`config.mk`:
```
export PLATFORM = sky130hd
export DESIGN_NAME = touch_gpo_cond
export DESIGN_NICKNAME = d
export VERILOG_FILES = /design/src/rtl/tgc_pkg.sv /design/src/rtl/tgc_arbiter.sv /design/src/rtl/tgc_chan_timer.sv /design/src/rtl/tgc_hold_timer.sv /design/src/rtl/touch_gpo_cond.sv
export SDC_FILE = /design/constraint.sdc
export NUM_CORES = 1
export LEC_CHECK = 0
export BUFFER_PORTS_ARGS = -buffer_cell sky130_fd_sc_hd__buf_2
export CAP_MARGIN = 10
export CORE_ASPECT_RATIO = 0.6
export CORE_UTILIZATION = 50
export DETAILED_ROUTE_END_ITERATION = 7
export GPL_ROUTABILITY_DRIVEN = 0
export PLACE_DENSITY = 0.78
export SYNTH_ARGS = -nofsm -noshare
export SYNTH_HDL_FRONTEND = slang
export SYNTH_SLANG_ARGS = --single-unit
```
`constraint.sdc`:
```
create_clock -name clk -period 3.31 [get_ports clk]
set_clock_uncertainty 0.2 [all_clocks]
set_input_delay 0.662 -clock clk [delete_from_list [all_inputs] [get_ports clk]]
set_output_delay 0.662 -clock clk [all_outputs]
set_load 0.03 [all_outputs]
```
`src/rtl/tgc_pkg.sv`:
```
package tgc_pkg;
  typedef enum logic {
    OUT_DIRECT = 1'b0,
    OUT_TOGGLE = 1'b1
  } out_mode_e;

  // Fixed step of the hold-time setting, in ticks
  localparam int unsigned HOLD_STEP_TICKS = 20;
endpackage

```
`src/rtl/tgc_arbiter.sv`:
```
module tgc_arbiter #(
  parameter int unsigned NUM_BTN = 4
) (
  input  logic               clk,
  input  logic               rst_n,
  input  logic               fss_en,
  input  logic [NUM_BTN-1:0] touch_ok,
  output logic [NUM_BTN-1:0] rep_q
);
  logic [NUM_BTN-1:0] keep;
  logic [NUM_BTN-1:0] lowest;
  logic [NUM_BTN-1:0] rep_nxt;

  assign keep = rep_q & touch_ok;

  always_comb begin
    lowest = '0;
    for (int i = NUM_BTN - 1; i >= 0; i--) begin
      if (touch_ok[i]) begin
        lowest    = '0;
        lowest[i] = 1'b1;
      end
    end
  end

  always_comb begin
    if (!fss_en)     rep_nxt = touch_ok;
    else if (|keep)  rep_nxt = keep;
    else             rep_nxt = lowest;
  end

  always_ff @(posedge clk or negedge rst_n) begin
    if (!rst_n) rep_q <= '0;
    else        rep_q <= rep_nxt;
  end
endmodule

```
`src/rtl/tgc_chan_timer.sv`:
```
module tgc_chan_timer #(
  parameter int unsigned ARST_W        = 15,
  parameter int unsigned BLK_W         = 11,
  parameter int unsigned SCAN_W        = 10,
  parameter int unsigned SPLIT_MS      = 2000,
  parameter int unsigned BLK_SHORT_MS  = 220,
  parameter int unsigned BLK_EXTRA_MS  = 200
) (
  input  logic              clk,
  input  logic              rst_n,
  input  logic              tick,
  input  logic              en,
  input  logic [ARST_W-1:0] period,
  input  logic [SCAN_W-1:0] scan_ms,
  input  logic              rep,
  input  logic              rel,
  output logic              tripped,
  output logic              blocked
);
  logic [ARST_W-1:0] held_q;
  logic [BLK_W-1:0]  blk_q;
  logic [ARST_W-1:0] sat;
  logic              short_over;

  assign sat        = period + ARST_W'(SPLIT_MS);
  assign tripped    = en && (held_q >= period);
  assign blocked    = (blk_q != '0);
  assign short_over = (held_q - period) < ARST_W'(SPLIT_MS);

  always_ff @(posedge clk or negedge rst_n) begin
    if (!rst_n) begin
      held_q <= '0;
      blk_q  <= '0;
    end else if (!en) begin
      held_q <= '0;
      blk_q  <= '0;
    end else begin
      if (!rep)                      held_q <= '0;
      else if (tick && held_q < sat) held_q <= held_q + 1'b1;

      if (rel && tripped)
        blk_q <= short_over ? BLK_W'(BLK_SHORT_MS)
                            : BLK_W'(scan_ms) + BLK_W'(BLK_EXTRA_MS);
      else if (tick && blk_q != '0)
        blk_q <= blk_q - 1'b1;
    end
  end
endmodule

```
`src/rtl/tgc_hold_timer.sv`:
```
module tgc_hold_timer #(
  parameter int unsigned NUM_BTN   = 4,
  parameter int unsigned HOLD_MS_W = 12
) (
  input  logic                 clk,
  input  logic                 rst_n,
  input  logic                 tick,
  input  logic [NUM_BTN-1:0]   start,
  input  logic [HOLD_MS_W-1:0] load_ms,
  output logic [NUM_BTN-1:0]   hold_drive
);
  logic                 vld_q;
  logic [NUM_BTN-1:0]   sel_q;
  logic [HOLD_MS_W-1:0] cnt_q;
  logic [NUM_BTN-1:0]   first;
  logic                 any_start;

  assign any_start = |start;

  always_comb begin
    first = '0;
    for (int i = NUM_BTN - 1; i >= 0; i--) begin
      if (start[i]) begin
        first    = '0;
        first[i] = 1'b1;
      end
    end
  end

  // A new release takes over in its own cycle, dropping the older hold
  assign hold_drive = (vld_q && !any_start) ? sel_q : '0;

  always_ff @(posedge clk or negedge rst_n) begin
    if (!rst_n) begin
      vld_q <= 1'b0;
      sel_q <= '0;
      cnt_q <= '0;
    end else if (any_start) begin
      vld_q <= 1'b1;
      sel_q <= first;
      cnt_q <= load_ms - 1'b1;
    end else if (vld_q && tick) begin
      if (cnt_q <= HOLD_MS_W'(1)) vld_q <= 1'b0;
      else                        cnt_q <= cnt_q - 1'b1;
    end
  end
endmodule

```
`src/rtl/touch_gpo_cond.sv`:
```
module touch_gpo_cond
  import tgc_pkg::*;
#(
  parameter int unsigned NUM_BTN       = 4,
  parameter int unsigned HOLD_STEPS_W  = 7,
  parameter int unsigned SCAN_W        = 10,
  parameter int unsigned ARST_SHORT_MS = 5000,
  parameter int unsigned ARST_LONG_MS  = 20000,
  parameter int unsigned ARST_SPLIT_MS = 2000,
  parameter int unsigned BLK_SHORT_MS  = 220,
  parameter int unsigned BLK_EXTRA_MS  = 200,
  parameter int unsigned DIAG_START_MS = 10,
  parameter int unsigned DIAG_PULSE_MS = 5
) (
  input  logic                    clk,
  input  logic                    rst_n,
  input  logic                    ms_tick,
  input  logic [NUM_BTN-1:0]      touch_i,
  input  logic [NUM_BTN-1:0]      diag_fail_i,
  input  logic                    cfg_toggle_en,
  input  logic                    cfg_fss_en,
  input  logic [HOLD_STEPS_W-1:0] cfg_hold_steps,
  input  logic                    cfg_arst_en,
  input  logic                    cfg_arst_long,
  input  logic [SCAN_W-1:0]       cfg_scan_ms,
  output logic [NUM_BTN-1:0]      gpo_n
);
  localparam int unsigned HOLD_MS_W = $clog2(((1 << HOLD_STEPS_W) - 1) * HOLD_STEP_TICKS + 1);
  localparam int unsigned ARST_W    = $clog2(ARST_LONG_MS + ARST_SPLIT_MS + 1);
  localparam int unsigned BLK_W     = $clog2((1 << SCAN_W) + BLK_EXTRA_MS + BLK_SHORT_MS);
  localparam int unsigned DIAG_END  = DIAG_START_MS + DIAG_PULSE_MS;
  localparam int unsigned DIAG_W    = $clog2(DIAG_END + 1);

  // Configuration capture: follows the inputs during reset and on the
  // first edge after release, then frozen
  logic                 cfg_ld;
  out_mode_e            mode_q;
  logic                 fss_q;
  logic                 arst_q;
  logic [HOLD_MS_W-1:0] hold_ms_q;
  logic [ARST_W-1:0]    period_q;
  logic [SCAN_W-1:0]    scan_q;
  logic [NUM_BTN-1:0]   fail_q;

  always_ff @(posedge clk or negedge rst_n) begin
    if (!rst_n) cfg_ld <= 1'b0;
    else        cfg_ld <= 1'b1;
  end

  always_ff @(posedge clk) begin
    if (!cfg_ld) begin
      mode_q    <= cfg_toggle_en ? OUT_TOGGLE : OUT_DIRECT;
      fss_q     <= cfg_fss_en;
      arst_q    <= cfg_arst_en;
      hold_ms_q <= HOLD_MS_W'(cfg_hold_steps) * HOLD_MS_W'(HOLD_STEP_TICKS);
      period_q  <= cfg_arst_long ? ARST_W'(ARST_LONG_MS) : ARST_W'(ARST_SHORT_MS);
      scan_q    <= cfg_scan_ms;
      fail_q    <= diag_fail_i;
    end
  end

  logic direct;
  assign direct = (mode_q == OUT_DIRECT);

  // Report stage
  logic [NUM_BTN-1:0] tripped;
  logic [NUM_BTN-1:0] blocked;
  logic [NUM_BTN-1:0] touch_ok;
  logic [NUM_BTN-1:0] rep_q;
  logic [NUM_BTN-1:0] rep_d;
  logic [NUM_BTN-1:0] rise;
  logic [NUM_BTN-1:0] rel;

  assign touch_ok = touch_i & ~fail_q & ~blocked;

  tgc_arbiter #(.NUM_BTN(NUM_BTN)) u_arb (
    .clk      (clk),
    .rst_n    (rst_n),
    .fss_en   (fss_q),
    .touch_ok (touch_ok),
    .rep_q    (rep_q)
  );

  always_ff @(posedge clk or negedge rst_n) begin
    if (!rst_n) rep_d <= '0;
    else        rep_d <= rep_q;
  end

  assign rise = rep_q & ~rep_d;
  assign rel  = rep_d & ~rep_q;

  // Per-channel stuck-touch timeout and lockout
  for (genvar g = 0; g < NUM_BTN; g++) begin : g_chan
    tgc_chan_timer #(
      .ARST_W       (ARST_W),
      .BLK_W        (BLK_W),
      .SCAN_W       (SCAN_W),
      .SPLIT_MS     (ARST_SPLIT_MS),
      .BLK_SHORT_MS (BLK_SHORT_MS),
      .BLK_EXTRA_MS (BLK_EXTRA_MS)
    ) u_tmr (
      .clk     (clk),
      .rst_n   (rst_n),
      .tick    (ms_tick),
      .en      (arst_q && direct),
      .period  (period_q),
      .scan_ms (scan_q),
      .rep     (rep_q[g]),
      .rel     (rel[g]),
      .tripped (tripped[g]),
      .blocked (blocked[g])
    );
  end

  // Shared post-release hold
  logic [NUM_BTN-1:0] hold_start;
  logic [NUM_BTN-1:0] hold_drive;

  assign hold_start = (direct && hold_ms_q != '0) ? (rel & ~tripped) : '0;

  tgc_hold_timer #(.NUM_BTN(NUM_BTN), .HOLD_MS_W(HOLD_MS_W)) u_hold (
    .clk        (clk),
    .rst_n      (rst_n),
    .tick       (ms_tick),
    .start      (hold_start),
    .load_ms    (hold_ms_q),
    .hold_drive (hold_drive)
  );

  // Toggle state
  logic [NUM_BTN-1:0] tog_q;
  always_ff @(posedge clk or negedge rst_n) begin
    if (!rst_n)      tog_q <= '0;
    else if (!direct) tog_q <= tog_q ^ rise;
  end

  // Self-test failure pulse window
  logic [DIAG_W-1:0] diag_cnt;
  logic              diag_pulse;
  logic              diag_done;

  always_ff @(posedge clk or negedge rst_n) begin
    if (!rst_n)                                  diag_cnt <= '0;
    else if (ms_tick && diag_cnt < DIAG_W'(DIAG_END)) diag_cnt <= diag_cnt + 1'b1;
  end

  assign diag_pulse = (diag_cnt >= DIAG_W'(DIAG_START_MS)) && (diag_cnt < DIAG_W'(DIAG_END));
  assign diag_done  = (diag_cnt >= DIAG_W'(DIAG_END));

  // Output
  logic [NUM_BTN-1:0] drive;
  always_comb begin
    if (direct) drive = (rep_q & ~tripped) | hold_start | hold_drive;
    else        drive = tog_q;
    drive = drive | (fail_q & {NUM_BTN{diag_pulse}});
  end

  assign gpo_n = ~drive;
endmodule

```
==> results of run 1 <==
## synth_stat cells (7+ instances only)
| cell type | number | area [um^2] |
|---|---|---|
| mux2i_1 | 19 | 190 |
| or4_1 | 22 | 165 |
| nor4_1 | 23 | 144 |
| nand3_1 | 33 | 165 |
| o21bai_1 | 8 | 60.1 |
| and3_1 | 19 | 119 |
| nor2_1 | 93 | 349 |
| dfrtp_1 | 138 | 3450 |
| ha_1 | 89 | 1110 |
| o22ai_1 | 9 | 56.3 |
| a21oi_1 | 92 | 460 |
| clkbuf_1 | 28 | 105 |
| nand2b_1 | 20 | 125 |
| inv_1 | 67 | 251 |
| a31oi_1 | 8 | 50.1 |
| o2bb2ai_1 | 7 | 61.3 |
| nor3_1 | 31 | 155 |
| xor2_1 | 39 | 342 |
| nand2_1 | 108 | 405 |
| o31a_1 | 9 | 78.8 |
| nor2b_1 | 15 | 93.8 |
| a21o_1 | 10 | 75.1 |
| o21a_1 | 15 | 113 |
| or3_1 | 21 | 131 |
| o31ai_1 | 24 | 180 |
| and2_1 | 9 | 56.3 |
| a211oi_1 | 11 | 82.6 |
| edfxtp_1 | 29 | 871 |
| o21ai_0 | 40 | 200 |
| nand4_1 | 22 | 138 |
| xnor2_1 | 57 | 499 |
| o211ai_1 | 9 | 67.6 |
## kinds of logic after synthesis
logic type	count (synthesis)
buffers and inverters	106
DFF	167
xor gates and xnor gates	97
and+or+nand+nor	444
AOI/OAI and AO/OA	324
muxes	22
other	1
adders and majority gates	90
## critical path, stage by stage (launching register included)
cell,delay [ns]
edfxtp_1,0.40
clkinvlp_4,0.17
buf_6,0.17
ha_1,0.23
a21oi_1,0.25
nand2_1,0.10
o311a_1,0.38
o211ai_1,0.21
buf_4,0.17
nor3_4,0.04
buf_12,0.13
a31oi_4,0.17
buf_6,0.16
## cell type report
cell class / instances / area, um^2
sequential: 167 / 4320
multi-input combinational: 980 / 7460
clock inverter: 9 / 116
tap: 308 / 385
fill: 1673 / 7740
clock buffer: 23 / 478
inverter: 68 / 262
timing repair buffer: 200 / 1570
## where the power goes
part	internal, uW	switching (uW)	leakage, uW
logic	1580	1960	0.00375
clock network	1180	893	0.000277
registers	2450	408	0.00214
total	5210	3260	0.00617
## metal layers
layer,global-route usage,part of all wire,up-vias
met5,0,0,-
met2,0.417,0.42,593
met1,0.423,0.44,5332
met4,0.0998,0.026,0
li1,-,-,5024
met3,0.0798,0.11,77
## flip-flops by register name, indices dropped and copies added (netlist names), 4 cells and up
signal and flops:
g_chan.u_tmr.held_q 60, g_chan.u_tmr.blk_q 44, u_hold.cnt_q 12, hold_ms_q 10
scan_q 10, diag_cnt 4, fail_q 4, rep_d 4
tog_q 4, u_arb.rep_q 4, u_hold.sel_q 4
## through the flow
stage	total power (uW)	setup TNS, ns	utilization	area (um^2)
6_report	8470	-2.28	0.654	14600
5_1_grt	8940	-3.60	0.654	14600
4_1_cts	8290	-2.10	0.630	14100
3_5_place_dp	6070	-2.77	0.587	13100
3_3_place_gp	5940	-0.843	0.587	13100
2_1_floorplan	5170	-1.50	-	11700
## cell usage in the layout, fill, tap and decap left out, drive strengths merged, types with 15 or more instances in the layout
cell type / Yosys / routed
ha: 89 / 89
dfrtp: 138 / 138
or3: 21 / 21
a21oi: 94 / 94
buf: 10 / 200
nor2: 93 / 93
nand3: 33 / 33
or4: 24 / 24
nand4: 22 / 22
o31ai: 25 / 25
o21a: 15 / 15
and3: 19 / 19
clkbuf: 28 / 23
xor2: 39 / 39
xnor2: 58 / 58
nand2b: 20 / 20
inv: 68 / 69
o21ai: 44 / 45
nand2: 108 / 108
nor2b: 15 / 15
edfxtp: 29 / 29
nor3: 32 / 32
nor4: 23 / 23
mux2i: 19 / 19
## final timing paths
kind                              start  cells after the start                       end  slack (ns)
max in group asynchronous         rst_n                      2  g_chan[3].u_tmr.blk_q[3]        2.08
min                               rst_n                      1  g_chan[0].u_tmr.blk_q[3]        0.02
min reg2reg                    tog_q[2]                      1                  tog_q[2]        0.27
min in group clk            cfg_arst_en                      1                    arst_q        0.18
max reg2reg                period_q[12]                     13  g_chan[3].u_tmr.blk_q[3]           0
max                        period_q[11]                     12                  gpo_n[0]       -0.59
## what timing repair did
action                                  in CTS  in global routing
setup buffers                               15                 17
resized for setup                           47                 78
pin swaps                                   20                 38
cloned                                       1                  3
endpoints found under the setup margin      41                 78
==> metrics.txt, run 1 <==
vias in the first global route=10.2k; fin crit period=roughly 3.9 ns; dpl hpwl=roughly 24000 um; Final setup viols=4; RSZ-0062 raised after global routing=true; site row count=42; post-synthesis compound-gate area fraction=0.198; Placed Cells=between 1.5k and 2k; Post-Syn Area=about 12000 um^2; worst setup margin=-0.588 ns; htree depth=4; PD cells=just under 600 nW/um^2; Setup CP Type=flop to output pin; cts hold-fix bufs=0; initial antenna violation count=0; Crit path arrival time=a little over 3 ns; Startpoint Class=flop; initial DRC count=~1k; hold_ws=about 0.019 ns; total track usage=0.292; Syn Nets=around 1.4k; register bit count reported by yosys=around 170; post-synthesis simple-gate area fraction=0.198; # IOs=36; yosys warns=0; CTS Buf Count=17; adder-cell share of the synthesized area=0.0981; drt wl/cell=approximately 20 um; max-slew violation count=0; Layout area overhead=26.3%; register area share after synthesis=0.374; Die H=roughly 120 um; nets=1556; Final ANT Viol Nets=0; Pleak=0.00617 uW; worst slack, placed=-0.279 ns; post-route DRC violation count=0; Async S/R FF share, synth=0.826; Primary FF master, synth=dfrtp_1; Post-synth EDFFs=29; largest family of logic cells by synthesized area=simple AND/OR/NAND/NOR gates; Reg clk slew, reported paths=approximately 0.070 ns; DR pass1 iterations=6; final non-filler cell total=around 1.8k; Via density=about 6.3; xor/xnor share of the synthesized area=0.0742; clk sink count=around 170; Root Buffer=clkbuf_16; MaxCap Viol Count=0; Antenna diodes=0; Cells after Synth=about 1.3k; relative slew slack=0.527; pin count of the biggest net entering global routing=74; status=finished, violations left; DIE WIDTH=between 150 and 200 um; port bufs=35; clk_lat worst skew=0.46 ns; CP Capture Type=output pin; type of the worst min-delay path=primary input to async pin; CTS tree=built; final-report hold violation count=0; global route overflow=0; worst-margin pin slew=~0.71 ns; Req. time, crit path=between 2 and 2.5 ns; via count=approximately 11k; period utilization=1.18; first-pass GRT wire length=53600 um; die area=23700 um^2; failing checks=setup timing; area of the core=between 20000 and 25000 um^2; Peak VDD IR=0.000430 V; Mapped Avg Cell Area=between 9 and 10 um^2; Total Wirelength=between 30000 and 40000 um; synth unique cells=86; Initial Util=0.517; share of cells above drive strength 1=0.236; f_max=approximately 0.26 GHz; CTS Buffer Depth=2; CP Max Fanout=6; mux contribution to synthesized area=0.0194
Power figures use the tool's default switching activity.
==> run 2, diff against run 1 <==
--- a/config.mk
+++ b/config.mk
@@ -14,4 +14,5 @@
 export PLACE_DENSITY = 0.78
 export SYNTH_ARGS = -nofsm -noshare
 export SYNTH_HDL_FRONTEND = slang
+export SYNTH_HIERARCHICAL = 1
 export SYNTH_SLANG_ARGS = --single-unit
==> metrics.txt, run 2 <==
status=finished, violations left; failing checks=setup timing; nets=2165 (+39%); Via density=6.06 (-3.5%); reg2reg start=period_q[12]; Primary FF master, synth=dfrtp_1; Final setup viols=27 (+23); DR pass1 iterations=7 (+1); Largest regs=g_chan.u_tmr/held_q (60), g_chan.u_tmr/blk_q (44), u_hold/cnt_q (12); Mapped Avg Cell Area=8.79 um^2 (-4.8%); CTS Buffer Depth=2 (unchanged); # IOs=36 (unchanged); site row count=46 (+9.5%); yosys warns=6 (+6); share of cells above drive strength 1=0.284 (+0.0479); DIE WIDTH=217 um (+9.4%); Post-Syn Area=13900 um^2 (+20%); Reg clk slew, reported paths=0.07 ns (about the same); register area share after synthesis=0.312 (-0.0621); CP Capture Type=output pin; FILL cells=1875 (+12%); worst setup margin=-1.44 ns (-0.853 ns); period utilization=1.44 (+0.258); max reg flops=60 (unchanged); Root Buffer=clkbuf_16; most common cell after layout, fill and taps aside=buf_4; MaxCap Viol Count=0 (unchanged); RSZ-0062 raised after global routing=true; clk_lat worst skew=0.47 ns (about the same); Die H=131 um (+9.3%); final-report hold violation count=0 (unchanged); total track usage=0.312 (+0.0200); most frequent cells in the layout=buf_4, xnor2_1, dfrtp_1, nand2_1, nor2_1; initial DRC count=1820 (+78%); pin count of the biggest net entering global routing=69 (-6.8%); FF-to-FF End=g_chan[2].u_tmr/blk_q[10]; drt wl/cell=19.4 um (-2.9%); Initial Util=0.517 (-0.000825); first-pass GRT wire length=69600 um (+30%); max-slew violation count=0 (unchanged); Final ANT Viol Nets=0 (unchanged); Pleak=0.00849 uW (+38%); type of the worst min-delay path=primary input to async pin; top-count cell post-synth=xnor2_1; area of the core=26800 um^2 (+20%); htree depth=4 (unchanged); CTS Buf Count=17 (unchanged); Req. time, crit path=2.45 ns (about the same); register bit count reported by yosys=167 (unchanged); Post-synth top cells=xnor2_1, dfrtp_1, ha_1; clk sink count=167 (unchanged); global route overflow=0 (unchanged); Post-synth EDFFs=29 (unchanged); Crit path arrival time=3.89 ns (+0.85 ns); post-route DRC violation count=0 (unchanged); Startpoint Class=flop; post-synth top area cell=dfrtp_1; fin util=0.702 (+0.0488); Total Wirelength=45900 um (+31%); Yosys top cell area share=0.249 (-0.0496); relative slew slack=0.393 (-0.135); Setup CP Type=flop to output pin; CTS tree=built; R2R depth=15 (+2); hold_ws=0.00281 ns (-0.0157 ns); Async S/R FF share, synth=0.826 (unchanged); via count=14.4k (+30%); vias in the first global route=13.4k (+32%); Layout area overhead=36.0%; Cells after Synth=1576 (+26%); largest cells by area after synthesis=dfrtp_1, ha_1, xnor2_1; synth unique cells=81 (-5.8%); f_max=0.210 GHz (-18%); die area=28400 um^2 (+20%); initial antenna violation count=1 (+1); Peak VDD IR=0.000419 V (-2.5%); CP Max Fanout=7 (+1); dpl hpwl=30900 um (+28%); port bufs=35 (unchanged); largest reg by FF count=g_chan.u_tmr/held_q; fin crit period=4.75 ns (+0.853 ns); worst-margin pin slew=0.910 ns (+0.201 ns); R2R setup slack=-0.20 ns (-0.20 ns); PD cells=475 nW/um^2 (-18%)
-- run 2: cell count changes after synthesis, moves of 14 or more --
cell,previous run,this run
nor4_1,23,37
o21ai_0,40,56
o31ai_1,24,3
nor3_1,31,66
nor3b_1,2,17
inv_1,67,119
nand3_1,33,49
ha_1,89,135
nand2_1,108,128
nor2_1,93,125
xnor2_1,57,147
-- run 2: critical path, cell delays in order, from the launching register on --
cell and delay (ns):
edfxtp_1 0.46, buf_12 0.20, buf_4 0.14, inv_2 0.06, ha_4 0.19, o21ai_0 0.08
a21oi_1 0.09, o21a_1 0.24, o21ba_4 0.22, o21ai_4 0.17, a21oi_4 0.11, nor4b_4 0.30
nor4_4 0.11, and3_1 0.21, nor2_1 0.11, nand4_1 0.12, a222oi_1 0.36, buf_4 0.24
-- run 2: worst max-delay path by stage --
stage,endpoint,slack [ns],depth (start not counted),from
2_1_floorplan,gpo_n[2],-1.77,15,period_q[12]
3_3_place_gp,gpo_n[0],-0.83,17,period_q[12]
3_5_place_dp,gpo_n[0],-0.88,17,period_q[12]
4_1_cts,gpo_n[0],-1.24,17,period_q[12]
5_1_grt,gpo_n[2],-1.51,17,period_q[12]
6_report,gpo_n[2],-1.44,17,period_q[12]
-- run 2: timing repair --
item                                    CTS  global route
hold buffers                              0             0
cloned                                    1             2
pin swaps                                43            57
endpoints found under the setup margin   50           121
setup buffers                            30            23
gates resized for setup                  90           100
-- run 2: routing by layer --
metal  track usage  wire (um)  vias up
met5             0          0        -
met4        0.0878       1130        0
met3        0.0748       4360      129
met2         0.488      20400      748
met1         0.433      20000     6951
li1              -          -     6546
-- run 2: metrics by stage --
stage	total power [uW]	setup slack, ns	std cells	instance area (um^2)	TNS, ns
2_1_floorplan	5510	-1.77	1648	14300	-19.39
3_3_place_gp	6370	-0.827	2288	16900	-8.60
3_5_place_dp	6490	-0.883	2288	16900	-12.55
4_1_cts	8680	-1.24	2349	18200	-4.82
5_1_grt	9360	-1.51	2371	18800	-13.37
6_report	8950	-1.44	2371	18800	-8.17
-- run 2: layout make-up --
type	count	area [um^2]	share of cell area
repair buffers	363	2840	0.151
clock inverters	13	145	0.00770
well taps	360	450	0.0239
clock buffers	19	443	0.0235
multi-input cells	1329	10200	0.539
diodes	1	2.50	0.000133
inverters	119	477	0.0253
flip-flops and latches	167	4320	0.230
-- run 2: cell families (layout without fill, tap and decap cells) --
logic type      after synthesis  after routing  synth area share
simple gates                581            581             0.222
compound gates              335            335             0.169
xor+xnor                    194            194             0.123
flops                       167            167             0.312
buf+inv                     152            514            0.0433
fa+ha+maj                   136            136             0.123
mux                           9              9           0.00659
other cells                   2             75          0.000542
-- run 2: power breakdown --
part           switching (uW)  internal [uW]  total, uW
Sequential                383           2440       2830
Combinational            2180           1860       4050
Clock                     933           1140       2070
==> run 3, diff against run 2 <==
--- a/config.mk
+++ b/config.mk
@@ -11,6 +11,7 @@
 export CORE_UTILIZATION = 50
 export DETAILED_ROUTE_END_ITERATION = 7
 export GPL_ROUTABILITY_DRIVEN = 0
+export MAX_ROUTING_LAYER = met4
 export PLACE_DENSITY = 0.78
 export SYNTH_ARGS = -nofsm -noshare
 export SYNTH_HDL_FRONTEND = slang
==> metrics.txt, run 3 (synthesis results as in run 2) <==
most used cell, CP=buf_4; most common cell after layout, fill and taps aside=buf_4; die area=28400 um^2 (unchanged); initial antenna violation count=1 (unchanged); MaxCap Viol Count=0 (unchanged); Total Wirelength=47900 um (+4.3%); Final setup viols=49 (+81%); switching power=3600 uW (+2.7%); port bufs=35 (unchanged); CTS tree=built; global route overflow=0 (unchanged); share of cells above drive strength 1=0.298 (+0.0146); Pleak=0.00856 uW (+0.80%); site row count=46 (unchanged); relative slew slack=0.385 (-0.00811); max reg flops=60 (unchanged); largest reg by FF count=g_chan.u_tmr/held_q; vias in the first global route=13.4k (-0.052%); PD cells=477 nW/um^2 (+0.45%); Layout area overhead=37.9%; area of the core=26800 um^2 (unchanged); via count=14.5k (+0.90%); period utilization=1.44 (+0.00739); total track usage=0.322 (+0.0102); Reg clk slew, reported paths=0.07 ns (about the same); Clock Power Share=0.228 (-0.004); Peak VDD IR=0.000405 V (-3.4%); Reg area=4320 um^2 (unchanged); pin count of the biggest net entering global routing=69 (unchanged); crit path cell chain=buf_12, buf_8, inv_4, ha_4, nand4_1, o41ai_2, buf_4, o21ai_2, a21oi_2, nor4b_4, nor4_4, and3_1, inv_1, a21oi_1, a222oi_1, buf_4; final-report hold violation count=1 (+1); RSZ-0062 raised after global routing=true; fin util=0.712 (+0.00975); status=finished, violations left; failing checks=hold timing, setup timing; first-pass GRT wire length=69600 um (about the same); nets=2167 (+0.092%); Setup CP Type=flop to output pin; Comb power frac=0.461 (+0.009); hold_ws=-0.00186 ns (-0.00467 ns); Flop pwr share=0.311 (-0.005); Startpoint Class=flop; worst-margin pin slew=0.922 ns (+0.0122 ns); initial DRC count=2090 (+15%); Largest regs=g_chan.u_tmr/held_q (60), g_chan.u_tmr/blk_q (44), u_hold/cnt_q (12); largest stage delay on the critical path=0.44 ns (-0.02 ns); CP Capture Type=output pin; max-slew violation count=0 (unchanged); setup TNS=-10.27 ns (-2.09 ns); Critical Path Slowest Stage Cell=edfxtp_1; Switching Share=0.395 (+0.00342); Internal=5520 uW (+1.3%); FILL cells=1835 (-2.1%); clk sink count=167 (unchanged); Root Buffer=clkbuf_16; fin crit period=4.78 ns (+0.0245 ns); Initial Util=0.517 (unchanged); Crit path arrival time=3.91 ns (+0.02 ns); # IOs=36 (unchanged); Final ANT Viol Nets=0 (unchanged); clk_lat worst skew=0.47 ns (about the same); Via density=6.11 (+0.82%); type of the worst min-delay path=primary input to async pin; Req. time, crit path=2.45 ns (about the same); dpl hpwl=30900 um (unchanged); post-route DRC violation count=0 (unchanged); most frequent cells in the layout=buf_4, xnor2_1, dfrtp_1, nand2_1, nor2_1; drt wl/cell=20.2 um (+4.2%); DIE WIDTH=217 um (unchanged); CTS Buf Count=17 (unchanged); CP Max Fanout=7 (unchanged); worst setup margin=-1.47 ns (-0.0245 ns); footprint of the multi-input gates=10400 um^2 (+2.0%); DR pass1 iterations=8 (+1); f_max=0.209 GHz (-0.51%); htree depth=4 (unchanged); Die H=131 um (unchanged); CTS Buffer Depth=2 (unchanged)
run 3: cell count changes in the layout (fill, tap and decap cells not counted), sizes merged:
cell and change:
buf +2
run 3: area by class of cell:
type,instances,share of cell area
multi-input cells,1329,0.542
repair buffers,365,0.152
flip-flops and latches,167,0.226
diodes,1,0.000131
well taps,360,0.0236
clock inverters,13,0.00760
clock buffers,19,0.0232
inverters,119,0.0247
run 3: timing repair:
item,in CTS,in global routing
resized for setup,90,135
endpoints found under the setup margin,50,121
setup buffers,30,27
pin swaps,43,77
cloned,1,3
hold buffers,0,0
run 3: power by group through the flow:
stage	Combinational (uW)	Clock (uW)	Sequential, uW
2_1_floorplan	2750	0	2760
3_5_place_dp	3670	0	2820
3_3_place_gp	3570	0	2800
6_report	4200	2080	2830
5_1_grt	4490	2160	2860
4_1_cts	3810	2070	2790
run 3: per-stage QoR:
| stage | instance area [um^2] | total power (uW) | setup slack [ns] | hold WS (ns) | std cells |
|---|---|---|---|---|---|
| after global routing | 19100 | 9510 | -1.49 | 0.0658 | 2373 |
| after detailed placement | 16900 | 6490 | -0.883 | 0.269 | 2288 |
| after CTS | 18200 | 8680 | -1.24 | 0.0525 | 2349 |
| after global placement | 16900 | 6370 | -0.827 | 0.261 | 2288 |
| after floorplan | 14300 | 5510 | -1.77 | 0.166 | 1648 |
| final | 19100 | 9110 | -1.47 | -0.00186 | 2373 |
run 3: critical path, delay by kind of cell (launching register included):
family          cells  cell delay [ns]
simple gates        4             0.85
compound gates      5             1.01
fa+ha+maj           1             0.26
buf+inv             6             0.87
flops               1             0.44
run 3: layer usage:
metal | global-route usage | vias up | wire length (um)
met4 | 0.0862 | 0 | 1550
met3 | 0.0708 | 157 | 4750
met5 | - | - | 0
li1 | - | 6551 | -
met2 | 0.488 | 860 | 21400
met1 | 0.437 | 6936 | 20200
run 3: path summary, 6_finish.rpt:
kind / from / depth (start not counted) / slack, ns / endpoint
worst min-delay path: rst_n / 1 / -0.002 / g_chan[2].u_tmr/held_q[1]
worst max register to register: period_q[12] / 16 / -0.36 / g_chan[3].u_tmr/blk_q[5]
worst min register to register: tog_q[2] / 1 / 0.30 / tog_q[2]
max in group asynchronous: rst_n / 2 / 2.17 / u_hold/cnt_q[3]
worst max-delay path: period_q[12] / 16 / -1.47 / gpo_n[2]
min in group clk: diag_fail_i[2] / 1 / 0.16 / fail_q[2]
